## config.mk

```make
export PLATFORM = sky130hd
export DESIGN_NAME = cluster_lock_mgr
export DESIGN_NICKNAME = d
export VERILOG_FILES = /design/src/rtl/cluster_lock_mgr.sv
export SDC_FILE = /design/constraint.sdc
export NUM_CORES = 1
export LEC_CHECK = 0
export BUFFER_PORTS_ARGS = -buffer_cell sky130_fd_sc_hd__buf_2
export CORE_AREA = 2 2 39 41
export CTS_BUF_LIST = sky130_fd_sc_hd__clkbuf_16
export DETAILED_ROUTE_END_ITERATION = 6
export DIE_AREA = 0 0 41 43
export HOLD_SLACK_MARGIN = 0.1
export MAX_ROUTING_LAYER = met4
export SYNTH_ARGS = -nofsm -noshare
export SYNTH_HDL_FRONTEND = slang
export SYNTH_SLANG_ARGS = --single-unit
```

## constraint.sdc

```tcl
create_clock -name clk -period 3.4 [get_ports clk]
set_input_delay 0.51 -clock clk [delete_from_list [all_inputs] [get_ports clk]]
set_output_delay 0.51 -clock clk [all_outputs]
set_load 0.02 [all_outputs]
```

## src/rtl/cluster_lock_mgr.sv

```systemverilog
module cluster_lock_mgr #(
  parameter int N_CHILD = 3
) (
  input  logic               clk,
  input  logic               rst_n,
  input  logic [N_CHILD-1:0] child_pulse,
  output logic [N_CHILD-1:0] child_token,
  output logic               up_pulse,
  input  logic               up_token
);
  localparam int PW = $clog2(N_CHILD + 1);

  typedef enum logic [1:0] {S_IDLE, S_WAIT, S_PICK, S_HOLD} st_t;

  st_t               st;
  logic              own;
  logic [N_CHILD-1:0] pend;
  logic [PW-1:0]     ptr;
  logic [PW-1:0]     holder;
  logic [PW-1:0]     nxt;
  logic              hit;
  logic              rel;

  always_comb begin
    hit = 1'b0;
    nxt = '0;
    for (int i = N_CHILD - 1; i >= 0; i--) begin
      if (pend[i] && (PW'(i) >= ptr)) begin
        hit = 1'b1;
        nxt = PW'(i);
      end
    end
  end

  assign rel = (st == S_HOLD) && child_pulse[holder] && pend[holder];

  always_ff @(posedge clk) begin
    if (!rst_n) begin
      st          <= S_IDLE;
      own         <= 1'b0;
      pend        <= '0;
      ptr         <= '0;
      holder      <= '0;
      child_token <= '0;
      up_pulse    <= 1'b0;
    end else begin
      pend        <= pend ^ child_pulse;
      child_token <= '0;
      up_pulse    <= 1'b0;
      case (st)
        S_IDLE: if (|pend) begin
          up_pulse <= 1'b1;
          st       <= S_WAIT;
        end
        S_WAIT: if (up_token) begin
          own <= 1'b1;
          ptr <= '0;
          st  <= S_PICK;
        end
        S_PICK, S_HOLD: if (st == S_PICK || rel) begin
          if (hit) begin
            child_token <= N_CHILD'(1) << nxt;
            holder      <= nxt;
            ptr         <= nxt + PW'(1);
            st          <= S_HOLD;
          end else begin
            own      <= 1'b0;
            up_pulse <= 1'b1;
            st       <= S_IDLE;
          end
        end
        default: st <= S_IDLE;
      endcase
    end
  end

  assert_one_token_R8: assert property (@(posedge clk) disable iff (!rst_n)
    $onehot0(child_token));

  assert_token_vs_up_R8: assert property (@(posedge clk) disable iff (!rst_n)
    up_pulse |-> (child_token == '0));

  assert_token_needs_own_R4: assert property (@(posedge clk) disable iff (!rst_n)
    (|child_token) |-> own);

  assert_wait_then_own_R4: assert property (@(posedge clk) disable iff (!rst_n)
    (st == S_WAIT && up_token) |=> own);

  for (genvar g = 0; g < N_CHILD; g++) begin : g_chk
    assert_token_pulse_R8: assert property (@(posedge clk) disable iff (!rst_n)
      child_token[g] |=> !child_token[g]);
    assert_token_to_flag_R2: assert property (@(posedge clk) disable iff (!rst_n)
      (child_token[g] && $past(rst_n)) |-> $past(pend[g]));
  end
endmodule

```

-- After elaboration in Yosys (flattened, before gate mapping)
Cells that the tools add are included.
- word-level logic and storage cells: 57
- register bits: 13
- input bits: 6
- output and inout port bits: 4
- add/subtract/negate cells: 1
- equality and inequality tests: 7
- shift operators: 1
- multiplexer cells: 23
- order comparisons: 4
- reduce and logical (&&, ||, !) cells: 14
- bitwise operators: 1
- operators with widths (kind ; number):
    2-bit 2-to-1 mux ; 10
    1-bit 2-to-1 mux ; 8
    2-bit inequality test (second input constant) ; 4
    4-bit AND reduction ; 2
    2-bit case mux with 3 select lines ; 1
    3-bit AND reduction ; 2
    1-bit logical AND ; 5
    1-bit binary-select mux with 2-bit select ; 2
    2-bit equality test (second input constant) ; 2
    1-bit by 2-bit >= comparator with 1-bit output (first input constant) ; 2
    2-bit case mux with 2 select lines ; 1
    2-bit by 3-bit less-than comparator with 1-bit output (second input constant) ; 1
    3-bit OR reduction ; 1
    1-bit by 2-bit left shift with 3-bit output (first input constant) ; 1
    3-bit XOR ; 1
    2-bit by 1-bit adder with 2-bit output (second input constant) ; 1
    2-bit by 1-bit equality test with 1-bit output (second input constant) ; 1
    2-bit >= comparator (first input constant) ; 1
    2-bit zero test ; 1
    1-bit case mux with 2 select lines ; 1
    2-bit nonzero test ; 1
    2-bit OR reduction ; 1
    1-bit logical OR ; 1

-- Depth between registers and ports, before layout
- depth in word-level cells: 9
- mapped depth: 5
- depth with buffers taken out: 5

-- Worst setup path before layout
OpenSTA, ideal clock, no wires.
- path kind: input -> register
- start point: input port child_pulse[0]
- end point: register ptr[1]
- stages: 5
- required time: 3.285 ns
- path slack: 2.059 ns
- library setup time: 0.115 ns
- path buffers: 0
- arrival time: 1.226 ns
- cell sequence: nand3b_1 > a21oi_2 > o221a_4 > nor2_1 > a31o_1
- longest elaborated chain between the ends: 7
- RTL lines (what ; line ; RTL):
    start: declaration ; 6 ; input logic [N_CHILD-1:0] child_pulse,
    1-bit binary-select mux with 2-bit select ; 35 ; assign rel = (st == S_HOLD) && child_pulse[holder] && pend[holder];
    1-bit 2-to-1 mux (implied by the code) ; 35 ;
    1-bit logical AND (2 in series) ; 35 ;
    1-bit logical OR ; 60 ; S_PICK, S_HOLD: if (st == S_PICK || rel) begin
    2-bit inequality test (no source line) ; -- ;
    4-bit AND reduction (no source line) ; -- ;
    end signal: assignment ; 64 ; ptr <= nxt + PW'(1);
    end: declaration ; 18 ; logic [PW-1:0] ptr;
No other way between the ends. The select of a mux whose other input is x is not followed.
A chain may end at the register's enable or synchronous reset.

-- Worst setup path after layout
- start point: register ptr[1]
- end point: register ptr[1]
- longest elaborated chain between the ends: 9
- RTL lines (what ; line ; RTL):
    2-bit >= comparator ; 28 ; if (pend[i] && (PW'(i) >= ptr)) begin
    1-bit logical AND ; 28 ;
    2-bit 2-to-1 mux (3 in series) ; 28 ;
    2-bit by 1-bit adder with 2-bit output ; 64 ;
    2-bit 2-to-1 mux ; 61 ; if (hit) begin
    2-bit 2-to-1 mux ; 60 ;
    2-bit case mux with 2 select lines ; 50 ; case (st)
Parallel ways exist; a longest one is shown, timed or not. The select of a mux whose other input is x is not followed.

==> flow_summary.ini <==
[clock_network]
cts.htree.levels = 1
cts_sinks = 13
clk_latency_ps = 240
cts_tree = done
cts_resized = 0
clkTransAtPathRegs_ps = 40
cts_root_buffer = clkbuf_16
cts_buffer_depth = 2
cts_buffers = 3
post-cts-setup-buffer-count = 0
cts_hold_buf = 0

[setup_path]
startpoint = ptr[1]
crit_arrival_ps = 1480
crit_required_ps = 3530
endpoint = ptr[1]
path_depth = 5
reg2reg_from = ptr[1]
worstPathMaxFanout = 7
critPathKind = flip-flop to flip-flop
rr_endpoint = ptr[1]
cp-start-kind = flip-flop
cp_num_buf_inv = 0
r2r_slack_ps = 2050
endpoint_kind = flip-flop
critPathMaxStageDelay_ps = 350
crit_slowest_cell = dfxtp_1
path_cells = nand2b_1 > a21oi_1 > o221a_4 > nor2_1 > a31o_1
critPathTopFamily = compound AO/OA/AOI/OAI gates
reg2reg_depth = 5

[sta]
worst_slew_pin_slew_ps = 260
rsz0062_at_grt = no
finClkSkew_ps = 1.02
fin_crit_ps = 1350
whs_ps = 509
max_freq_mhz = 740
hold_viol = 0
finalCritPeriodShare_pct = 39.8
tns_ps = 0
fin_ws_ps = 2050
setup_violations = 0
finalMaxSlewViolations = 0
relSlewSlack_pct = 82.5

[pwr]
power.leakage_nw = 0.307
power.total_mw = 0.447
power_density_nw_per_um2 = 621
peakVddDrop_v = 0.000277

[route]
viasPerCell = 4.98
drtPass1Iterations = 4
drtAntennaViolNets = 0
drc = 0
wl_mm = 1.05
wire_per_inst_microns = 11.2
via_count = 468
drt_iter0_markers = 5

[layout]
layout.nets = 85
fin_util_pct = 52.0
n_antenna_cell = 0
syn_to_final_growth_pct = 24.2
drive_gt1_share_pct = 19.2
finalNonFillerCells = 94
final_cell_area_sq_um = 719
nFillCells = 129

[placed_design]
dpl.hpwl_microns = 764
dp.cells = 90
pre_cts_ws_ps = 1890
portBuffers = 9
gp_congestion = 0.817
placed_cell_area_sq_um = 641

[floorplanning]
die_x_microns = 41
start_util_pct = 41.9
ioPinCount = 10
std_cell_rows = 14
die_area_sq_um = 1760
die_y_microns = 43
fp.coreArea_sq_um = 1380

[synth]
synth_top_family_by_area = simple AND/OR/NAND/NOR gates
synth.area.mux_share_pct = 0
syn_avg_cell_area_sq_um = 8.78
synth_compound_area_share_pct = 18.1
yosys_register_bits = 13
synthXorXnorAreaFrac_pct = 4.54
synthCells = 66
yosysWarnings = 0
ys_seq_area_share_pct = 44.9
synth_fa_ha_area_share_pct = 0
synthesis.nets = 72
yosys.area_share.simple_pct = 30.5
synth_area_sq_um = 579
synth_cell_types = 26

[flow_run]
max_cap_viol_count = 0

[grt]
overflow = 0
grt_pass1_wl_mm = 1.83
grt_usage_pct = 16.0
grt_start_max_net_pins = 15
grt_pass1_vias = 424
antenna_found_initial = 0

[run_status]
status = complete, no violations

[worst_hold_path]
hold_class = flip-flop to flip-flop
synthesized netlist by cell type (all sizes together):
cell type	number	area (sq um)
a21boi	2	15.0
o2bb2ai	1	8.76
nand4b	1	8.76
or2	1	6.26
clkbuf	1	3.75
nand2b	1	6.26
nor3	2	10.0
o221a	1	20.0
xor2	3	26.3
o22ai	1	6.26
a21oi	2	13.8
nor2	8	30.0
or3b	1	8.76
inv	2	7.51
and2	5	31.3
o21ai	5	25.0
nor2b	4	25.0
a31o	1	8.76
nand3	5	25.0
o21a	1	7.51
dfxtp	13	260
nand2	4	17.5
nand3b	1	7.51
cells by family after synthesis:
| logic type | after synthesis |
|---|---|
| xor+xnor | 3 |
| compound gates | 14 |
| buf+inv | 3 |
| simple gates | 33 |
| flops | 13 |
flip-flops by register name (all words and copies together) (netlist names):
name,flops
st,2
pend,3
up_pulse,1
ptr,2
holder,2
child_token,3
layer usage:
layer | GRT usage [%] | routed length [microns] | vias to the layer above
li1 | - | - | 250
met1 | 21.6 | 512 | 209
met2 | 20.3 | 483 | 7
met3 | 4.71 | 45 | 2
met4 | 10.0 | 9 | 0
met5 | - | 0 | -
final cells by class:
type / instances / area [sq um] / area share, %
flip-flops and latches: 13 / 260 / 36.2
inverters: 2 / 7.51 / 1.04
repair buffers: 9 / 45.0 / 6.26
well taps: 16 / 20.0 / 2.78
clock buffers: 3 / 75.1 / 10.4
clock inverters: 1 / 3.75 / 0.522
multi-input cells: 50 / 308 / 42.8
how the worst min path moves through the flow:
stage | end | startpoint | slack [ps] | cells past startpoint
final | holder[0] | holder[0] | 510 | 2
after global routing | holder[0] | holder[0] | 560 | 2
after CTS | holder[0] | holder[0] | 510 | 2
after detailed placement | ptr[0] | ptr[0] | 500 | 2
after global placement | ptr[0] | ptr[0] | 490 | 2
after floorplan | ptr[0] | ptr[0] | 470 | 2
where the power goes:
group | internal, mW | leakage (nW) | total, mW | switching (mW)
registers | 0.165 | 0.106 | 0.176 | 0.0118
clock network | 0.154 | 0.0423 | 0.212 | 0.0576
logic | 0.0263 | 0.159 | 0.0587 | 0.0324
worst register-to-register path: stages, from the launching register on:
cell and delay (ps):
dfxtp_1 350, nand2b_1 160, a21oi_1 230, o221a_4 280, nor2_1 60, a31o_1 170
placed cells by master, fill, tap and decap left out:
master / Yosys / routed
a21oi_1: 1 / 1
o21ai_1: 2 / 2
o21a_1: 1 / 1
o21ai_0: 3 / 3
a31o_1: 1 / 1
nor2_1: 8 / 8
nand4b_1: 1 / 1
a21boi_0: 2 / 2
nand3b_1: 1 / 1
nand2b_1: 1 / 1
nand2_1: 3 / 3
or3b_1: 1 / 1
nor3_1: 2 / 2
or2_1: 1 / 1
dfxtp_1: 13 / 13
buf_2: 0 / 9
and2_1: 5 / 5
clkbuf_16: 0 / 3
nand3_1: 5 / 5
o221a_4: 1 / 1
nand2_2: 1 / 1
o2bb2ai_1: 1 / 1
nor2b_1: 4 / 4
inv_1: 2 / 3
a21oi_2: 1 / 1
o22ai_1: 1 / 1
xor2_1: 3 / 3
Note: power is estimated with default switching activity, not from simulation.
